--- src/rtl/busSeqPkg.sv ---
package busSeqPkg;

  // Kinds of machine cycle, encoded as on reqType
  typedef enum logic [2:0] {
    CYC_FETCH = 3'd0,
    CYC_MEMRD = 3'd1,
    CYC_MEMWR = 3'd2,
    CYC_IORD  = 3'd3,
    CYC_IOWR  = 3'd4
  } cycKind_e;

  // Strobes sent from control to datapath
  typedef struct packed {
    logic load;     // begin T1 of a new cycle
    logic advance;  // step to the next T-state
    logic clear;    // go back to idle
  } seqStrobe_t;

  // Status code {ioNotMem, s1, s0} for a cycle kind
  function automatic logic [2:0] statusFor(input logic [2:0] kind);
    logic [2:0] code;
    case (kind)
      CYC_FETCH: code = 3'b011;
      CYC_MEMRD: code = 3'b010;
      CYC_MEMWR: code = 3'b001;
      CYC_IORD:  code = 3'b110;
      CYC_IOWR:  code = 3'b101;
      default:   code = 3'b000;
    endcase
    return code;
  endfunction

  function automatic logic kindValid(input logic [2:0] kind);
    return kind <= CYC_IOWR;
  endfunction

endpackage

--- src/rtl/busSeqCtrl.sv ---
module busSeqCtrl
  import busSeqPkg::*;
(
  input  logic       oscClk,
  input  logic       rst,
  input  logic       reqValid,
  input  logic [2:0] reqType,
  input  logic       busy,
  input  logic       lastT,
  output logic       procClk,
  output seqStrobe_t strobe
);

  logic phase;
  logic tick;
  logic reqOk;

  // Divide by two: phase inverts on every oscillator edge
  always_ff @(posedge oscClk) begin
    if (rst) phase <= 1'b0;
    else     phase <= ~phase;
  end

  // State moves on the edge where procClk rises
  assign tick    = ~phase;
  assign procClk = phase;
  assign reqOk   = reqValid && kindValid(reqType);

  always_comb begin
    strobe         = '0;
    strobe.load    = !rst && tick && reqOk && (!busy || lastT);
    strobe.advance = !rst && tick && busy && !lastT;
    strobe.clear   = !rst && tick && busy && lastT && !reqOk;
  end

endmodule

--- src/rtl/busSeqData.sv ---
module busSeqData
  import busSeqPkg::*;
#(
  parameter int EXTRA_W  = 2,
  parameter int BASE_LEN = 3,
  parameter int FETCH_MIN = 4,
  parameter int TSTATE_W = 3
) (
  input  logic                oscClk,
  input  logic                rst,
  input  seqStrobe_t          strobe,
  input  logic [2:0]          reqType,
  input  logic [EXTRA_W-1:0]  reqExtra,
  output logic                busy,
  output logic                lastT,
  output logic [TSTATE_W-1:0] tCount,
  output logic [2:0]          status
);

  logic [TSTATE_W-1:0] cycLen;
  logic [TSTATE_W-1:0] reqLen;

  // Length of the requested cycle, with the fetch minimum applied
  always_comb begin
    reqLen = TSTATE_W'(BASE_LEN) + TSTATE_W'(reqExtra);
    if (reqType == CYC_FETCH && reqLen < TSTATE_W'(FETCH_MIN))
      reqLen = TSTATE_W'(FETCH_MIN);
  end

  always_ff @(posedge oscClk) begin
    if (rst) begin
      tCount <= '0;
      cycLen <= '0;
      status <= '0;
    end else if (strobe.load) begin
      tCount <= TSTATE_W'(1);
      cycLen <= reqLen;
      status <= statusFor(reqType);
    end else if (strobe.advance) begin
      tCount <= tCount + TSTATE_W'(1);
    end else if (strobe.clear) begin
      tCount <= '0;
      cycLen <= '0;
      status <= '0;
    end
  end

  assign busy  = tCount != '0;
  assign lastT = busy && (tCount == cycLen);

endmodule

--- src/rtl/busSeqTop.sv ---
module busSeqTop
  import busSeqPkg::*;
#(
  parameter int EXTRA_W   = 2,
  parameter int BASE_LEN  = 3,
  parameter int FETCH_MIN = 4,
  localparam int MAX_LEN  = BASE_LEN + (1 << EXTRA_W) - 1,
  localparam int TSTATE_W = $clog2(MAX_LEN + 1)
) (
  input  logic                oscClk,
  input  logic                rst,
  input  logic                reqValid,
  input  logic [2:0]          reqType,
  input  logic [EXTRA_W-1:0]  reqExtra,
  output logic                procClk,
  output logic                ioNotMem,
  output logic                stat1,
  output logic                stat0,
  output logic [TSTATE_W-1:0] tState,
  output logic                cycleDone
);

  seqStrobe_t strobe;
  logic       busy;
  logic       lastT;
  logic [2:0] status;

  busSeqCtrl u_ctrl (
    .oscClk  (oscClk),
    .rst     (rst),
    .reqValid(reqValid),
    .reqType (reqType),
    .busy    (busy),
    .lastT   (lastT),
    .procClk (procClk),
    .strobe  (strobe)
  );

  busSeqData #(
    .EXTRA_W  (EXTRA_W),
    .BASE_LEN (BASE_LEN),
    .FETCH_MIN(FETCH_MIN),
    .TSTATE_W (TSTATE_W)
  ) u_data (
    .oscClk  (oscClk),
    .rst     (rst),
    .strobe  (strobe),
    .reqType (reqType),
    .reqExtra(reqExtra),
    .busy    (busy),
    .lastT   (lastT),
    .tCount  (tState),
    .status  (status)
  );

  assign {ioNotMem, stat1, stat0} = status;
  assign cycleDone = lastT;

endmodule

--- config.mk ---
export PLATFORM = sky130hd
export DESIGN_NAME = busSeqTop
export DESIGN_NICKNAME = d
export VERILOG_FILES = /design/src/rtl/busSeqPkg.sv /design/src/rtl/busSeqCtrl.sv /design/src/rtl/busSeqData.sv /design/src/rtl/busSeqTop.sv
export SDC_FILE = /design/constraint.sdc
export NUM_CORES = 1
export LEC_CHECK = 0
export BUFFER_PORTS_ARGS = -buffer_cell sky130_fd_sc_hd__clkbuf_2
export CAP_MARGIN = 20
export CORE_AREA = 2 2 39 41
export DETAILED_ROUTE_END_ITERATION = 7
export DIE_AREA = 0 0 41 43
export GPL_TIMING_DRIVEN = 0
export MAX_ROUTING_LAYER = met4
export PLACE_DENSITY = 0.73
export SYNTH_ARGS = -nofsm -noshare
export SYNTH_HDL_FRONTEND = slang
export SYNTH_SLANG_ARGS = --single-unit
--- constraint.sdc ---
create_clock -name oscClk -period 4.41 [get_ports oscClk]
set_input_delay 0.6615 -clock oscClk [delete_from_list [all_inputs] [get_ports oscClk]]
set_output_delay 0.6615 -clock oscClk [all_outputs]
set_load 0.01 [all_outputs]
---- Word level (Yosys, flattened, before mapping) ----
Cells that the tools add are included.
word-level totals
  bits in latches ......................... 0
  bits in registers ....................... 10
  ROM bits ................................ 0
  bits in writable memories ............... 0
  input bits .............................. 8
  memories ................................ 0
  output and inout port bits .............. 8
  word-level logic and storage cells ...... 46
cells by class
  $mul .................................... 0
  shift-type cells ........................ 0
  add/sub/neg operators ................... 2
  equal/unequal tests ..................... 6
  muxes and demuxes ....................... 8
  div/mod/pow operators ................... 0
  reduce and logical (&&, ||, !) cells .... 22
  bitwise logic cells ..................... 1
  magnitude comparators ................... 2
operators by type and width
  kind                   count
  $mux W3                6
  $pmux W3 S5            1
  $logic_and A1 B1 Y1    10
  $eq A3 B2 Y1 const B   2
  $reduce_bool A3 Y1     2
  $logic_not A1 Y1       4
  $reduce_bool A2 Y1     2
  $add A2 B2 Y3 const A  1
  $add A3 B1 Y3 const B  1
  $eq A3 B1 Y1 const B   1
  $eq A3 B3 Y1           1
  $eq A3 B3 Y1 const B   1
  $le A3 B3 Y1 const B   1
  $logic_not A3 Y1       1
  $lt A3 B3 Y1 const B   1
  $ne A2 B1 Y1 const B   1
  $reduce_and A2 Y1      1
  $reduce_or A2 Y1       1
  $logic_or A1 B1 Y1     1
  $mux W1                1
  $not A1 Y1             1

---- Longest topological paths before layout ----
Gate-level depths: netlist of run 1.
  word-level depth ........................ 8
  gate-level depth with buffers ........... 6
  gate-level depth less buffers ........... 6

---- Modules after synthesis ----
Synthesis of run 1 repeated with hierarchy kept, for this count alone.
unflattened totals
  cells, all modules ...................... 67
  area total of the unflattened synthesis .. 573.0 µm²
modules (own cells, without submodules)
  module      cells each  times used  area an instance (µm²)  sequential area each (µm²)
  busSeqData  59          1           504.2                   180.2
  busSeqCtrl  8           1           68.8                    20.0

---- Worst setup path before layout of run 1 ----
No wires, ideal clock.
  path type ............................... reg2out
  start ................................... reg u_data.tCount[0]
  end ..................................... out cycleDone
  arrival ................................. 1116 ps
  path slack .............................. 2632 ps
  data required time ...................... 3749 ps
  buffers on the path ..................... 0
  cell stages (with the launch flop) ...... 6
  cell sequence ........................... dfxtp_1 > inv_1 > ha_1 > nand2b_1 > nand4_1 > inv_1
between the ends
  longest elaborated chain between the ends .. 2
  elaborated cells on any way between the ends .. 3
  those cells by class .................... 1 x eq/ne; 2 x reduce/logical
ends and longest elaborated chain
  element                                                    line                                source
  start: declaration                                         busSeqData.sv:16                    output logic [TSTATE_W-1:0] tCount,
  start signal: assignment                                   busSeqData.sv:40                    tCount <= tCount + TSTATE_W'(1);
  $eq A3 B3 Y1 / $reduce_bool A3 Y1 (equally long branches)  busSeqData.sv:49, busSeqData.sv:48
  $logic_and A1 B1 Y1 *                                      busSeqData.sv:49                    assign lastT = busy && (tCount == cycLen);
  end: declaration                                           busSeqTop.sv:20                     output logic cycleDone
Every way passes the cells marked *; elsewhere a longest branch is shown, timed or not.

---- Final worst setup path of run 1 ----
Same ends and word-level chain as after synthesis.

==> results of run 1 <==
-- final cells by class --
cell class                 instances  share of cell area, %
timing repair buffer              14                   9.40
buffer                             2                   1.17
multi-input combinational         47                   50.8
clock buffer                       3                   3.02
inverter                          12                   6.04
tap                               16                   2.68
sequential                        10                   26.8
-- final timing paths --
check                                         to  cells past startpoint        startpoint
worst min-delay path            u_data.status[1]                      2  u_data.status[1]
worst max register to register  u_data.status[2]                      6  u_data.tCount[0]
worst max-delay path                   cycleDone                      6  u_data.tCount[0]
worst min register to register  u_data.status[1]                      2  u_data.status[1]
-- Yosys cell counts --
cell type and instances:
ha_1 3, o32ai_1 5, o31ai_1 1, and3_4 1, o22ai_1 1, a211oi_2 1, nand3b_1 1, and2_0 1
clkbuf_2 1, and2b_4 1, nand4b_1 1, nor2b_1 2, inv_1 12, nand4_1 2, a31oi_2 1, nand2b_1 1
nand3_1 4, xnor2_2 2, nor4bb_1 1, o21ai_1 1, xnor2_1 1, clkbuf_1 1, a2111oi_4 1, o21ai_0 1
a21oi_2 1, nand2_1 6, a21oi_1 1, o21bai_1 1, a31oi_1 2, dfxtp_1 10, a21o_1 1, nor3_1 1
nor2_2 1
-- routing by layer --
| layer | global-route usage [%] | wire length [µm] | vias up |
|---|---|---|---|
| met4 | 10.0 | 32 | 0 |
| met5 | - | 0 | - |
| met3 | 4.71 | 56 | 4 |
| met1 | 25.8 | 620 | 258 |
| li1 | - | - | 287 |
| met2 | 27.2 | 619 | 16 |
-- logic make-up (layout without fill, tap and decap cells) --
group	after synthesis	in the layout	share of synthesized area, %
adder cells (fa/ha/maj)	3	3	5.93
XOR/XNOR	3	3	6.52
flip-flops	10	10	31.6
AO/OA/AOI/OAI	18	18	25.5
AND/OR/NAND/NOR	23	23	21.9
buffers and inverters	14	31	8.50
-- stage by stage --
step / setup slack [ns] / hold WS, ns
2_1_floorplan: 2.63 / 0.467
3_3_place_gp: 2.51 / 0.465
3_5_place_dp: 2.50 / 0.470
4_1_cts: 2.19 / 0.479
5_1_grt: 2.06 / 0.511
6_report: 2.21 / 0.481
-- critical path, delay by kind of cell (launching register included) --
family	cells	cell delay [ns]
adders and majority gates	1	0.25
buffers and inverters	3	0.35
DFF	1	0.38
and+or+nand+nor	2	0.29
-- state kept, by name, summed over array words and instances (netlist names) --
signal and flops:
u_ctrl.procClk 1, u_data.cycLen 3, u_data.status 3, u_data.tCount 3
-- power breakdown --
| group | internal, mW | switching [mW] |
|---|---|---|
| Sequential | 0.0956 | 0.00499 |
| Clock | 0.0316 | 0.0318 |
| Combinational | 0.0244 | 0.0325 |
| Total | 0.152 | 0.0692 |
==> out/metrics.yaml, run 1 <==
cts_setup_buffers: 0
fp.dieW_um: 41
worstHoldPathType: "flop to flop"
dr.pass1.iters: 4
p_leak_nw: 0.306
fin_cells: 104
clk_latency_ns: 0.27
nFillCells: 139
start_util_pct: 45.8
synthTopCellsByArea: "dfxtp_1 (32%), inv_1 (7.1%), o32ai_1 (6.9%)"
drc: 0
cts.htree.levels: 1
finalCritPeriodShare_pct: 49.9
wl_per_cell_um: 12.8
die_height_um: 43
synthToLayoutAreaGrowth_pct: 17.8
utilization_pct: 53.9
slowest_stage: "dfxtp_1"
grt_pass1_wl_mm: 2.24
grt_pass1_vias: 521
setup_violations: 0
clockRootBuffer: "clkbuf_4"
cts-resized-gates: 0
final_common_cell: "clkbuf_2"
syn_nets: 82
max_stage_delay_ns: 0.38
drive_gt1_share_pct: 30.7
crit_path_max_fanout: 4
placed_area_um2: 723
start_kind: "flop"
detailed_place_hpwl_mm: 1.03
rows: 14
routed_wl_mm: 1.33
crit_path_frequent_cell: "inv_1"
die_area_um2: 1760
ys_ff_latch: 10
overflow: 0
num_vias: 565
grt_max_degree: 9
antenna_found_initial: 0
finalSetupTns_ns: 0
p_per_area_nw_per_um2: 296
io_pins: 16
regArea_um2: 200
final_nets: 101
slew_violations: 0
cts.clk_slew.worst_paths_ns: 0.06
cts_buffer_depth: 2
gp_congestion: 0.787
r2r_slack_ns: 2.69
io_buffers: 14
grt_use_total_pct: 19.6
synth_area_leader_cell: "dfxtp_1"
design_area_um2: 746
critPathKind: "flop to primary output"
critPathCaptureType: "primary output"
cts.sinks: 10
postCtsHoldBufs: 0
antenna_left: 0
run_status: "completed"
worst_pin_slew_ns: 0.399
p_total_uw: 221
numPlacedInstances: 101
drtIter0Drc: 7
cts_buffers: 3
synth-seq-area-share_pct: 31.6
fin_crit_ns: 2.20
synth.distinct_cells: 33
rsz0062_at_grt: "false"
ir_worst_vdd_mv: 0.142
syn_area_um2: 633
cp.required_ns: 3.75
worstPathCellList: "inv_1 > ha_1 > nand2b_1 > nand4_1 > inv_1 > clkbuf_2"
multi_input_area_um2: 379
clock.fmax_ghz: 0.454
yosys_warnings: 0
layout_common_cells: "clkbuf_2 (15), inv_1 (12), dfxtp_1 (10)"
worst_ep_arrival_time_ns: 1.54
hold_violations: 0
avgSynthCellArea_um2: 8.92
diodes: 0
maxSlewHeadroom_pct: 73.4
netlist_instances: 71
synth.top_cell.area_share_pct: 31.6
cap_violations: 0
cts_tree: "done"
finClkSkew_ns: 0.00107
vias_per_cell: 5.43
coreArea_um2: 1380
(Power assumes the default switching activity.)
==> run 2: changes to the inputs <==
- CORE_AREA: 2 2 39 41 -> default
- CORE_MARGIN: default -> 2
- CORE_UTILIZATION: default -> 45
- DIE_AREA: 0 0 41 43 -> default
- PLACE_DENSITY: 0.73 -> 0.72
- clock period: 4.41 -> 1.83 ns (I/O delays scaled with it)
==> run 2 against run 1 <==
  * Wire length shrank 4.4%
  * Clock power grew 150%
  * Utilization grew 3.5 points
  * Global-route usage shrank 1.0 points
  * Cell count shrank 0.96%
  * Combinational power grew 140%
  * Count of clock-buffer cells in the layout is the same
  * Setup slack lost 2.1 ns
  * Highest routed layer unchanged
==> out/metrics.yaml, run 2 (same netlist as run 1, synthesis figures left out) <==
critPathCaptureType: "primary output"
final_common_cell: "clkbuf_2"
drtIter0Drc: 7  # unchanged
nFillCells: 124  # -11%
grt_pass1_wl_mm: 2.27  # +1.2%
cts_tree: "done"
cts.htree.levels: 1  # unchanged
detailed_place_hpwl_um: 996  # -3.3%
synthToLayoutAreaGrowth_pct: 18.0
cts_buffers: 3  # unchanged
p_sw_uw: 170  # +150%
fin_crit_ns: 1.72
cts.clk_slew.worst_paths_ns: 0.06  # about the same
grt_max_degree: 9  # unchanged
worst_pin_slew_ns: 0.405  # +0.00551 ns
drc: 0  # unchanged
dr.pass1.iters: 4  # unchanged
die_area_um2: 1720  # -2.3%
internal-power_uw: 366  # +140%
gp_congestion: 0.773  # -1.7%
sw_frac_of_total_pct: 31.7  # +0.36 points
rows: 13  # -1
antenna_left: 0  # unchanged
regArea_um2: 203  # +1.2%
slew_violations: 0  # unchanged
routed_wl_mm: 1.27  # -4.4%
grt_util_met3_pct: 5.65  # +0.94 points
worst_ep_arrival_time_ns: 1.45  # -0.09 ns
grt_use_total_pct: 18.6  # -1.0 points
drive_gt1_share_pct: 33.0  # +2.3 points
io_buffers: 14  # unchanged
p_clk_share_pct: 29.5  # +0.8 points
diodes: 0  # unchanged
largestRegisters: "u_data.cycLen (3), u_data.status (3), u_data.tCount (3)"
grtUsageMet2_pct: 26.3  # -0.94 points
start_kind: "flop"
setup_violations: 0  # unchanged
rsz0062_at_grt: "false"
die_height_um: 41.5  # -3.5%
io_pins: 16  # unchanged
final_nets: 101  # unchanged
cts_buffer_depth: 2  # unchanged
cts.sinks: 10  # unchanged
wl_per_cell_um: 12.3  # -3.5%
clockRootBuffer: "clkbuf_4"
grt_util_met1_pct: 21.3  # -4.5 points
worstHoldPathType: "primary input to flop"
pwr-share-comb_pct: 25.1  # -0.7 points
multi_input_area_um2: 379  # unchanged
fin_cells: 103  # -0.96%
crit_path_max_fanout: 4  # unchanged
num_vias: 560  # -0.88%
numPlacedInstances: 100  # -0.99%
p_leak_nw: 0.307  # +0.28%
antenna_found_initial: 0  # unchanged
cp.required_ns: 1.56  # -2.19 ns
critPathKind: "flop to primary output"
hold_violations: 0  # unchanged
pwr-share-seq_pct: 45.5  # about the same
ir_worst_vdd_mv: 0.530  # +270%
start_util_pct: 48.7  # +2.9 points
maxSlewHeadroom_pct: 73.0  # -0.37 points
finalSetupTns_ns: 0  # unchanged
p_per_area_nw_per_um2: 718  # +140%
layout_common_cells: "clkbuf_2 (15), inv_1 (12), dfxtp_1 (8)"
grt-busiest-layer: "met2"
finalCritPeriodShare_pct: 94.1
finClkSkew_ns: 0.00458  # +0.00351 ns
run_status: "completed"
cts_setup_buffers: 0  # unchanged
vias_per_cell: 5.44  # about the same
overflow: 0  # unchanged
design_area_um2: 747  # +0.17%
grt_pass1_vias: 514  # -1.3%
cap_violations: 0  # unchanged
placed_area_um2: 722  # -0.17%
clock.fmax_ghz: 0.581
coreArea_um2: 1300  # -6.0%
fp.dieW_um: 41.5  # +1.2%
clk_latency_ns: 0.28  # about the same
## run 2: cell counts in the layout (fill, tap and decap cells not counted)
Identical to the previous run, type by type.
## run 2: timing repair
action,4_1_cts,5_1_grt
hold buffers,0,0
resized for setup,0,2
setup endpoints to repair,0,1
endpoints found under the hold margin,0,0
## run 2: worst paths after layout
kind / slack (ns) / startpoint / endpoint / cells after the start
min reg2reg: 0.48 / u_data.status[2] / u_data.status[2] / 2
max reg2reg: 0.28 / u_data.tCount[0] / u_data.status[0] / 6
max: 0.11 / u_data.tCount[0] / cycleDone / 6
min: 0.21 / reqExtra[0] / u_data.cycLen[0] / 2
## run 2: routing by layer
| layer | vias to the layer above | wire length (µm) |
|---|---|---|
| met5 | - | 0 |
| met1 | 252 | 553 |
| met2 | 14 | 589 |
| met4 | 0 | 55 |
| met3 | 5 | 72 |
| li1 | 289 | - |
## run 2: final cells by class
type,count,share of cell area (%)
Buffer,2,1.17
Clock buffer,3,3.02
Inverter,12,6.03
Multi-Input combinational cell,47,50.8
Sequential cell,10,27.1
Tap cell,15,2.51
Timing Repair Buffer,14,9.38
## run 2: power by group through the flow
stage          clock network [mW]  logic, mW  registers (mW)
2_1_floorplan                   0     0.0955           0.250
3_3_place_gp                    0      0.132           0.248
3_5_place_dp                    0      0.134           0.249
4_1_cts                     0.165      0.135           0.244
5_1_grt                     0.172      0.150           0.246
6_report                    0.158      0.135           0.244
## run 2: worst max-delay path: stages, from the launching register on
cell and delay [ns]:
dfxtp_2 0.35, inv_1 0.10, ha_1 0.24, nand2b_1 0.12, nand4_1 0.16, inv_1 0.08
clkbuf_2 0.12
## run 2: metrics by stage
step / hold slack [ns] / worst slack (ns) / utilization [%] / power, mW
2_1_floorplan: 0.374 / 0.311 / - / 0.346
3_3_place_gp: 0.460 / 0.221 / 55.5 / 0.380
3_5_place_dp: 0.474 / 0.202 / 55.5 / 0.383
4_1_cts: 0.198 / 0.0145 / 57.2 / 0.544
5_1_grt: 0.227 / 0.00265 / 57.4 / 0.568
6_report: 0.206 / 0.107 / 57.4 / 0.536
